<file path="src/rtl/slice_tlb_pkg.sv">
package slice_tlb_pkg;
  typedef enum logic [1:0] {ST_IDLE, ST_FETCH, ST_WAIT} walkState_t;

  typedef struct packed {
    logic lookup;    // request accepted this cycle
    logic flush;     // table base rewritten
    logic capVbase;  // word 0 of a record arrives
    logic capPbase;  // word 1 of a record arrives
    logic fill;      // matching record complete, install it
    logic fault;     // no record matched
  } tlbStrobe_t;
endpackage

</file>
<file path="src/rtl/slice_tlb_dp.sv">
module slice_tlb_dp
  import slice_tlb_pkg::*;
#(
  parameter int AW        = 32,
  parameter int ENTRIES   = 4,
  parameter int SPM_BYTES = 32'h1000
) (
  input  logic          clk,
  input  logic          rstN,
  input  tlbStrobe_t    strb,
  input  logic [AW-1:0] reqVa,
  input  logic [31:0]   memRspData,
  output logic          lookScratch,
  output logic          lookHit,
  output logic          recMatch,
  output logic [AW-1:0] rspPa
);
  localparam int IDX_W = $clog2(ENTRIES);

  logic [AW-1:0]    entVbase [ENTRIES];
  logic [AW-1:0]    entPbase [ENTRIES];
  logic [AW-1:0]    entLen   [ENTRIES];
  logic [IDX_W-1:0] entAge   [ENTRIES];
  logic [ENTRIES-1:0] entValid, hitVec, oldestVec;

  logic [AW-1:0] vaHold, recVbase, recPbase, recLen;
  logic [IDX_W-1:0] hitIdx, victimIdx, touchIdx;
  logic touchEn, anyFree;

  assign recLen = AW'(memRspData);
  assign lookScratch = reqVa < AW'(SPM_BYTES);

  for (genvar g = 0; g < ENTRIES; g++) begin : g_match
    logic [AW-1:0] offset;
    assign offset       = reqVa - entVbase[g];
    assign hitVec[g]    = entValid[g] && (reqVa >= entVbase[g]) && (offset < entLen[g]);
    assign oldestVec[g] = entAge[g] == IDX_W'(ENTRIES - 1);
  end

  assign lookHit  = |hitVec;
  assign recMatch = (vaHold >= recVbase) && ((vaHold - recVbase) < recLen);

  always_comb begin
    hitIdx    = '0;
    victimIdx = '0;
    anyFree   = 1'b0;
    for (int i = ENTRIES - 1; i >= 0; i--) begin
      if (hitVec[i]) hitIdx = IDX_W'(i);
      if (oldestVec[i] && !anyFree) victimIdx = IDX_W'(i);
    end
    for (int i = ENTRIES - 1; i >= 0; i--) begin
      if (!entValid[i]) begin
        victimIdx = IDX_W'(i);
        anyFree   = 1'b1;
      end
    end
  end

  assign touchEn  = (strb.lookup && lookHit && !lookScratch) || strb.fill;
  assign touchIdx = strb.fill ? victimIdx : hitIdx;

  always_ff @(posedge clk) begin
    if (!rstN || strb.flush) begin
      entValid <= '0;
      for (int i = 0; i < ENTRIES; i++) entAge[i] <= IDX_W'(i);
    end else begin
      if (touchEn) begin
        for (int i = 0; i < ENTRIES; i++) begin
          if (IDX_W'(i) == touchIdx) entAge[i] <= '0;
          else if (entAge[i] < entAge[touchIdx]) entAge[i] <= entAge[i] + 1'b1;
        end
      end
      if (strb.fill) begin
        entValid[victimIdx] <= 1'b1;
        entVbase[victimIdx] <= recVbase;
        entPbase[victimIdx] <= recPbase;
        entLen[victimIdx]   <= recLen;
      end
    end
  end

  always_ff @(posedge clk) begin
    if (!rstN) begin
      vaHold   <= '0;
      recVbase <= '0;
      recPbase <= '0;
      rspPa    <= '0;
    end else begin
      if (strb.lookup) begin
        vaHold <= reqVa;
        rspPa  <= lookScratch ? reqVa :
                  (entPbase[hitIdx] + (reqVa - entVbase[hitIdx]));
      end
      if (strb.capVbase) recVbase <= AW'(memRspData);
      if (strb.capPbase) recPbase <= AW'(memRspData);
      if (strb.fill)  rspPa <= recPbase + (vaHold - recVbase);
      if (strb.fault) rspPa <= '0;
    end
  end


  victim_unique_chk: assert property (@(posedge clk) disable iff (!rstN)
    $countones(oldestVec) == 1);


  flush_clears_chk: assert property (@(posedge clk) disable iff (!rstN)
    strb.flush |=> (entValid == '0));
endmodule

</file>
<file path="src/rtl/slice_tlb_ctl.sv">
module slice_tlb_ctl
  import slice_tlb_pkg::*;
#(
  parameter int AW    = 32,
  parameter int CNT_W = 8
) (
  input  logic          clk,
  input  logic          rstN,
  input  logic          cfgWrEn,
  input  logic          cfgSel,
  input  logic [AW-1:0] cfgWrData,
  input  logic          reqValid,
  output logic          reqReady,
  input  logic          lookScratch,
  input  logic          lookHit,
  input  logic          recMatch,
  output logic          rspValid,
  output logic          rspFault,
  output logic          rspScratch,
  output logic          memReqValid,
  input  logic          memReqReady,
  output logic [AW-1:0] memReqAddr,
  input  logic          memRspValid,
  output tlbStrobe_t    strb
);
  walkState_t state;
  logic [AW-1:0]    tableBase;
  logic [CNT_W-1:0] recCount, recIdx;
  logic [1:0]       wordIdx;
  logic accept, miss, startWalk, gotWord, lastWord, lastRec;

  assign reqReady    = state == ST_IDLE;
  assign accept      = reqValid && reqReady;
  assign miss        = !lookScratch && !lookHit;
  assign startWalk   = accept && miss && (recCount != '0);
  assign memReqValid = state == ST_FETCH;
  assign memReqAddr  = tableBase + AW'(recIdx) * AW'(12) + AW'(wordIdx) * AW'(4);
  assign gotWord     = (state == ST_WAIT) && memRspValid;
  assign lastWord    = gotWord && (wordIdx == 2'd2);
  assign lastRec     = recIdx == (recCount - CNT_W'(1));

  always_comb begin
    strb          = '0;
    strb.lookup   = accept;
    strb.flush    = cfgWrEn && !cfgSel;
    strb.capVbase = gotWord && (wordIdx == 2'd0);
    strb.capPbase = gotWord && (wordIdx == 2'd1);
    strb.fill     = lastWord && recMatch;
    strb.fault    = (lastWord && !recMatch && lastRec) ||
                    (accept && miss && (recCount == '0));
  end

  always_ff @(posedge clk) begin
    if (!rstN) begin
      tableBase <= '0;
      recCount  <= '0;
    end else if (cfgWrEn) begin
      if (cfgSel) recCount  <= CNT_W'(cfgWrData);
      else        tableBase <= cfgWrData;
    end
  end

  always_ff @(posedge clk) begin
    if (!rstN) begin
      state   <= ST_IDLE;
      recIdx  <= '0;
      wordIdx <= '0;
    end else begin
      unique case (state)
        ST_IDLE: if (startWalk) begin
          state   <= ST_FETCH;
          recIdx  <= '0;
          wordIdx <= '0;
        end
        ST_FETCH: if (memReqReady) state <= ST_WAIT;
        ST_WAIT: if (memRspValid) begin
          if (wordIdx != 2'd2) begin
            wordIdx <= wordIdx + 2'd1;
            state   <= ST_FETCH;
          end else if (recMatch || lastRec) begin
            state <= ST_IDLE;
          end else begin
            recIdx  <= recIdx + CNT_W'(1);
            wordIdx <= '0;
            state   <= ST_FETCH;
          end
        end
        default: state <= ST_IDLE;
      endcase
    end
  end

  always_ff @(posedge clk) begin
    if (!rstN) begin
      rspValid   <= 1'b0;
      rspFault   <= 1'b0;
      rspScratch <= 1'b0;
    end else begin
      rspValid   <= (accept && !startWalk) || strb.fill || strb.fault;
      rspFault   <= strb.fault;
      rspScratch <= accept && lookScratch;
    end
  end


  memreq_hold_chk: assert property (@(posedge clk) disable iff (!rstN)
    memReqValid && !memReqReady |=> memReqValid && $stable(memReqAddr));


  rsp_in_wait_chk: assert property (@(posedge clk) disable iff (!rstN)
    memRspValid |-> (state == ST_WAIT));
endmodule

</file>
<file path="src/rtl/slice_tlb.sv">
module slice_tlb
  import slice_tlb_pkg::*;
#(
  parameter int AW        = 32,
  parameter int ENTRIES   = 4,
  parameter int SPM_BYTES = 32'h1000,
  parameter int CNT_W     = 8
) (
  input  logic          clk,
  input  logic          rstN,
  input  logic          cfgWrEn,
  input  logic          cfgSel,
  input  logic [AW-1:0] cfgWrData,
  input  logic          reqValid,
  output logic          reqReady,
  input  logic [AW-1:0] reqVa,
  output logic          rspValid,
  output logic [AW-1:0] rspPa,
  output logic          rspFault,
  output logic          rspScratch,
  output logic          memReqValid,
  input  logic          memReqReady,
  output logic [AW-1:0] memReqAddr,
  input  logic          memRspValid,
  input  logic [31:0]   memRspData
);
  tlbStrobe_t strb;
  logic lookScratch, lookHit, recMatch;

  slice_tlb_ctl #(.AW(AW), .CNT_W(CNT_W)) u_ctl (
    .clk(clk), .rstN(rstN), .cfgWrEn(cfgWrEn), .cfgSel(cfgSel), .cfgWrData(cfgWrData),
    .reqValid(reqValid), .reqReady(reqReady), .lookScratch(lookScratch),
    .lookHit(lookHit), .recMatch(recMatch), .rspValid(rspValid), .rspFault(rspFault),
    .rspScratch(rspScratch), .memReqValid(memReqValid), .memReqReady(memReqReady),
    .memReqAddr(memReqAddr), .memRspValid(memRspValid), .strb(strb)
  );

  slice_tlb_dp #(.AW(AW), .ENTRIES(ENTRIES), .SPM_BYTES(SPM_BYTES)) u_dp (
    .clk(clk), .rstN(rstN), .strb(strb), .reqVa(reqVa), .memRspData(memRspData),
    .lookScratch(lookScratch), .lookHit(lookHit), .recMatch(recMatch), .rspPa(rspPa)
  );


  fault_pa_chk: assert property (@(posedge clk) disable iff (!rstN)
    rspValid && rspFault |-> (rspPa == '0));


  scratch_pa_chk: assert property (@(posedge clk) disable iff (!rstN)
    rspValid && rspScratch |-> (rspPa < AW'(SPM_BYTES)) && !rspFault);
endmodule

</file>
<file path="config.mk">
export PLATFORM = sky130hd
export DESIGN_NAME = slice_tlb
export DESIGN_NICKNAME = d
export VERILOG_FILES = /design/src/rtl/slice_tlb_pkg.sv /design/src/rtl/slice_tlb_dp.sv /design/src/rtl/slice_tlb_ctl.sv /design/src/rtl/slice_tlb.sv
export SDC_FILE = /design/constraint.sdc
export NUM_CORES = 1
export LEC_CHECK = 0
export ABC_CLOCK_PERIOD_IN_PS = 18900
export BUFFER_PORTS_ARGS = -buffer_cell sky130_fd_sc_hd__buf_4
export CORE_UTILIZATION = 45
export DETAILED_ROUTE_END_ITERATION = 6
export MAX_ROUTING_LAYER = met4
export PLACE_DENSITY_LB_ADDON = 0.1
export SYNTH_ARGS = -nofsm -noshare
export SYNTH_HDL_FRONTEND = slang
export SYNTH_SLANG_ARGS = --single-unit
</file>
<file path="constraint.sdc">
create_clock -name clk -period 18.9 [get_ports clk]
set_input_delay 2.835 -clock clk [delete_from_list [all_inputs] [get_ports clk]]
set_output_delay 2.835 -clock clk [all_outputs]
set_load 0.005 [all_outputs]
</file>
# Yosys cells after proc, flatten, opt, wreduce, memory -nomap -nowiden
# Memory sizes are Yosys's and may differ from the RTL's.
# Cells that the tools add are included.
# classes
bitwise	11
addsub	17
order_cmp	17
n_mux	83
n_reduce_logical	53
n_mul	1
n_eq_ne	19
# op_table
op	n
$sub A32 B32 Y32	6
$ge A32 B32 Y1	5
$lt A32 B32 Y1	5
$mux W32	3
$add A32 B32 Y32	2
$mux W2	29
$mux W1	43
$add A32 B12 Y32	1
$add A32 B4 Y32	1
$lt A32 B13 Y1 const B	1
$mux W8	4
$logic_and A1 B1 Y1	27
$pmux W8 S2	1
$eq A2 B2 Y1 const B	6
$add A2 B1 Y2 const B	5
$mul A8 B2 Y10 const B	1
$ne A2 B2 Y1 const B	5
$add A8 B1 Y8 const B	1
$eq A8 B8 Y1	1
$logic_not A8 Y1	1
$lt A2 B2 Y1	4
$or A1 B1 Y1	8
$reduce_bool A8 Y1	1
$sub A8 B1 Y8 const B	1
22 further kinds	39
# word_totals
elab_cells	218
output_inout_bits	69
register_bits	187
ram_bits	392
n_memories	4
# memory_table
memory	depth	width	read_ports	rd_clocked_by_memory_dff	wr	line_no	source
u_dp.entLen	4	32	4	0	1	slice_tlb_dp.sv:22	logic [AW-1:0] entLen [ENTRIES];
u_dp.entPbase	4	32	1	0	1	slice_tlb_dp.sv:21	logic [AW-1:0] entPbase [ENTRIES];
u_dp.entVbase	4	32	5	0	1	slice_tlb_dp.sv:20	logic [AW-1:0] entVbase [ENTRIES];
u_dp.entAge	4	2	5	0	4	slice_tlb_dp.sv:23	logic [IDX_W-1:0] entAge [ENTRIES];

# Longest topological paths before layout
# An unclocked memory read counts as a cell.
# logic_depth
ltp_word	19
ltp_mapped	45

# By module
# A second synthesis with hierarchy kept.
# unflattened
cells_unflattened	3948
hier_area_um2	38633.3
# modules_own_cells
module	n_inst	cells_each	area_each_um2
slice_tlb_dp	1	3471	34820.9
slice_tlb_ctl	1	477	3812.4

# Least setup slack after synthesis
# No wires, ideal clock.
# synth_timing
kind	input-to-reg
start	in memRspData[17]
end	mem u_dp.entLen[2][0] (enable)
n_path_buf	2
t_arrival_ps	14945
stages	12
slack_ps	3135
required_time_ps	18080
path_cell_list	inv_1 > ha_1 > a21o_1 > a21o_1 > a21oi_1 > o21ai_0 > a221o_1 > a211o_1 > or3_1 > clkbuf_1 > buf_1 > nor4b_1
# synth_via
elab_chain_cells	6
# synth_rtl
item	line_no	source
from (decl)	slice_tlb.sv:25	input logic [31:0] memRspData
$lt A32 B32 Y1	slice_tlb_dp.sv:41	assign recMatch = (vaHold >= recVbase) && ((vaHold - recVbase) < recLen);
$logic_and A1 B1 Y1	slice_tlb_dp.sv:41	
$logic_and A1 B1 Y1	slice_tlb_ctl.sv:48	strb.fill = lastWord && recMatch;
$mux W1	slice_tlb_dp.sv:73	if (strb.fill) begin
$mux W1	slice_tlb_dp.sv:63	if (!rstN || strb.flush) begin
$mux W1 (not written as such)	slice_tlb_dp.sv:77	entLen[victimIdx] <= recLen;
to (decl)	slice_tlb_dp.sv:22	
# No other way between the ends.

# Worst setup path in the final report
# layout_timing
start	in reqVa[0]
end	reg u_dp.rspPa[28]
# layout_via
elab_chain_cells	13
# layout_rtl
item	line_no	source
from (decl)	slice_tlb.sv:16	input logic [AW-1:0] reqVa,
$sub A32 B32 Y32 / $ge A32 B32 Y1 (equally long branches)	slice_tlb_dp.sv:35, slice_tlb_dp.sv:36	
$lt A32 B32 Y1 / $logic_and A1 B1 Y1 (equally long branches)	slice_tlb_dp.sv:36	assign hitVec[g] = entValid[g] && (reqVa >= entVbase[g]) && (offset < entLen[g]);
$logic_and A1 B1 Y1	slice_tlb_dp.sv:36	
$mux W2 (4 in series)	slice_tlb_dp.sv:48	if (hitVec[i]) hitIdx = IDX_W'(i);
$mem_v2 Z4 W32	-	
$sub A32 B32 Y32	slice_tlb_dp.sv:92	(entPbase[hitIdx] + (reqVa - entVbase[hitIdx]));
$add A32 B32 Y32	slice_tlb_dp.sv:92	
$mux W32	slice_tlb_dp.sv:91	rspPa <= lookScratch ? reqVa :
$mux W32	slice_tlb_dp.sv:89	if (strb.lookup) begin
$mux W32	slice_tlb_dp.sv:96	if (strb.fill) rspPa <= recPbase + (vaHold - recVbase);
to (signal assigned)	slice_tlb_dp.sv:91	
to (signal assigned)	slice_tlb_dp.sv:96	
to (decl)	slice_tlb_dp.sv:16	output logic [AW-1:0] rspPa
# Parallel ways exist; a longest one is shown, timed or not. The select of a mux whose other input is x is not followed.
# A chain may end at the register's enable or synchronous reset.

==> impl_metrics.py <==
metrics = {
    "clocking": {
        "clk_pin_slew_ns": 0.06,
        "cts_num_sinks": 579,
        "hold_buffers": 0,
        "tritoncts": "done",
        "numCtsBuffers": 72,
        "clock_path_buffers": 3,
        "clk_latency_ns": 0.63,
        "cts_resized": 0,
        "cts_root_buf": "clkbuf_16",
        "post_cts_buffers": 0,
        "h-tree-depth": 3,
    },
    "place": {
        "routabilityCongestion": 0.930,
        "hpwl_um": 90400,
        "place_area_mm2": 0.0412,
        "io_buffers": 171,
    },
    "timing": {
        "skew_ns": 0.0310,
        "relSlewSlack_pct": 31.6,
        "finalHoldViolCount": 0,
        "tightest_slew_ns": 1.02,
        "setup_viol_count_final": 0,
        "post-route-period-util_pct": 71.3,
        "final_max_slew_viol_count": 0,
        "clock.fmax_mhz": 74.2,
        "finalCriticalPeriod_ns": 13.47,
        "setup-tns-final_ns": 0,
        "rsz0062_at_grt": "no",
    },
    "setup_path": {
        "cp_data_arrival_time_ns": 14.02,
        "slowest_delay_ns": 0.64,
        "cp_top_family": "compound AO/OA/AOI/OAI gates",
        "critPathRequiredTime_ns": 19.45,
        "start_kind": "input port",
        "path_max_fanout": 129,
        "cp.buffers_inverters": 4,
        "path_class": "in2reg",
        "slowest_stage": "o32ai_2",
        "cpMostUsedCell": "a21oi_1",
        "endpoint_kind": "register",
    },
    "logic_synthesis": {
        "synth-simple-area-share_pct": 12.7,
        "synth.cell_area_mm2": 0.0387,
        "synth-seq-cells": 579,
        "synth_flop_cell": "edfxtp_1",
        "synth_compound_area_share_pct": 18.5,
        "synth-xor-area-share_pct": 5.24,
        "netlist_instances": 4052,
        "yosys-top-cells-area": "edfxtp_1 (30%), ha_1 (13%), dfxtp_1 (9.7%), inv_1 (4.2%), nand2_1 (4.2%)",
        "synth_top_cell_area_share_pct": 30.4,
        "synth_fp_nets": 4609,
        "muxShareOfSynthArea_pct": 2.69,
        "async_flop_share_pct": 0,
        "yosysWarnings": 0,
        "synth_cell_types": 88,
        "yosysTopAreaCell": "edfxtp_1",
        "synth_edf_count": 392,
        "ys_seq_area_share_pct": 40.1,
        "avgSynthCellArea_um2": 9.54,
        "yosys.area_share.adder_pct": 15.5,
        "synth_top_family_by_area": "compound AO/OA/AOI/OAI gates",
    },
    "floorplanning": {
        "num_rows": 107,
        "fp.dieW_um": 295,
        "ios": 172,
        "core-area_mm2": 0.0851,
        "start_util_pct": 45.4,
        "fp.dieArea_mm2": 0.0871,
        "die_h_um": 295,
    },
    "routing": {
        "first_iter_violations": 2139,
        "route.detailed.drc": 0,
        "ant_nets": 0,
        "wl_per_cell_um": 22.0,
        "drt_first_pass_iters": 6,
        "routed_wl_um": 120000,
        "vias": 30419,
        "viasPerCell": 5.61,
    },
    "grt": {
        "grt_max_degree": 130,
        "grt_first_pass_wirelength_um": 177000,
        "grt_pass1_vias": 29489,
        "track_usage_pct": 28.0,
        "antenna_found_initial": 2,
        "grt.overflow.total": 0,
    },
    "final_layout": {
        "layout_common_cells": "inv_1 (434), nand2_1 (430), ha_1 (413), edfxtp_1 (392), a21oi_1 (308)",
        "nets": 4778,
        "antenna_cells": 0,
        "syn2layout_area_growth_pct": 13.1,
        "final_common_cell": "inv_1",
        "final_cell_area_mm2": 0.0437,
        "drive_gt1_share_pct": 9.30,
        "utilization_pct": 51.4,
    },
    "run_status": {
        "status": "complete, no violations",
    },
    "power": {
        "peakVddDrop_mv": 0.0563,
        "finalPower_w": 0.00349,
        "power_leakage_nw": 18.5,
        "p_per_area_mw_per_mm2": 79.9,
    },
    "job": {
        "cap_violations": 0,
    },
    "worst_hold_path": {
        "min_path_type": "reg2reg",
    },
}
[routing by layer]
layer  global-route usage (%)  vias to the layer above  share of wire [%]
met5                        -                        -                  0
met4                     8.47                        0                2.6
li1                         -                    14856                  -
met1                     38.6                    14502                 47
met2                     41.9                      922                 43
met3                     4.71                      139                7.3
[worst reg2reg max path, delay by kind of cell, from the launching register on]
family / cells / cell delay [ns]
XOR/XNOR: 2 / 0.26
multiplexers: 1 / 0.64
buffers and inverters: 2 / 0.66
flip-flops: 1 / 0.35
AO/OA/AOI/OAI: 27 / 6.91
AND/OR/NAND/NOR: 4 / 1.20
adder cells (fa/ha/maj): 4 / 1.49
[where the power goes]
group | switching (W) | internal [W]
combinational | 0.000395 | 0.000266
clock | 0.000565 | 0.000890
sequential | 0.0000172 | 0.00136
total | 0.000977 | 0.00252
[sequential cells by signal, indices dropped and copies added (netlist names)]
| signal | count |
|---|---|
| u_dp.entLen | 128 |
| u_dp.entPbase | 128 |
| u_dp.entVbase | 128 |
| u_ctl.tableBase | 32 |
| u_dp.recPbase | 32 |
| u_dp.recVbase | 32 |
| u_dp.rspPa | 32 |
| u_dp.vaHold | 32 |
| u_ctl.recCount | 8 |
| u_ctl.recIdx | 8 |
| u_dp.entAge | 8 |
| u_dp.entValid | 4 |
| u_ctl.state | 2 |
| u_ctl.wordIdx | 2 |
| u_ctl.rspFault | 1 |
| u_ctl.rspScratch | 1 |
| u_ctl.rspValid | 1 |
[cell type report]
type                    count  area, µm²
well taps                1144       1430
multi-input cells        2935      21200
clock buffers              99       2100
clock inverters            34        395
fillers                  8028      41400
repair buffers            199       1520
flip-flops and latches    579      15500
inverters                 434       1630
[path summary, 6_finish.rpt]
| check | startpoint | endpoint | slack [ns] | cells after the start |
|---|---|---|---|---|
| hold / removal | u_dp.vaHold[0]$_SDFFE_PN0P_ | u_dp.vaHold[0]$_SDFFE_PN0P_ | 0.46 | 2 |
| setup reg to reg | u_dp.entVbase[1][1]$_DFFE_PP_ | u_dp.rspPa[28]$_SDFFE_PP0P_ | 7.34 | 40 |
| setup / recovery | reqVa[0] | u_dp.rspPa[28]$_SDFFE_PP0P_ | 5.43 | 41 |
| hold reg to reg | u_dp.vaHold[0]$_SDFFE_PN0P_ | u_dp.vaHold[0]$_SDFFE_PN0P_ | 0.46 | 2 |
[cell usage after synthesis (all sizes together) (8+ instances only)]
master	n
o21bai	44
nor2b	36
and3	31
o22ai	14
o2111ai	11
o31ai	8
fa	41
nor2	266
mux2i	63
clkbuf	69
a211o	11
a21oi	310
nand4	56
inv	434
xnor2	150
a21boi	154
o211ai	19
edfxtp	392
o21a	42
a21o	127
nor3	61
nor4	22
xor2	79
a31oi	25
mux2	36
or2	9
nand2	431
a211oi	55
a22oi	9
o41ai	8
and4	9
a221oi	19
o21ai	159
dfxtp	187
buf	35
or3	20
a2111oi	14
and2	15
nand3	61
ha	413
nand2b	36
[stage by stage]
stage / cells / setup slack, ns / hold WS, ns
6_report: 5424 / 5.43 / 0.465
2_1_floorplan: 4052 / 3.14 / 0.443
3_3_place_gp: 5291 / 4.94 / 0.455
4_1_cts: 5424 / 5.51 / 0.466
3_5_place_dp: 5291 / 4.85 / 0.459
5_1_grt: 5424 / 4.68 / 0.483
[cell families after synthesis]
logic type / after synthesis
AOI/OAI and AO/OA: 1082
xor gates and xnor gates: 230
adders and majority gates: 454
buffers and inverters: 538
DFF: 579
muxes: 99
and+or+nand+nor: 1070
(Power assumes the default switching activity.)
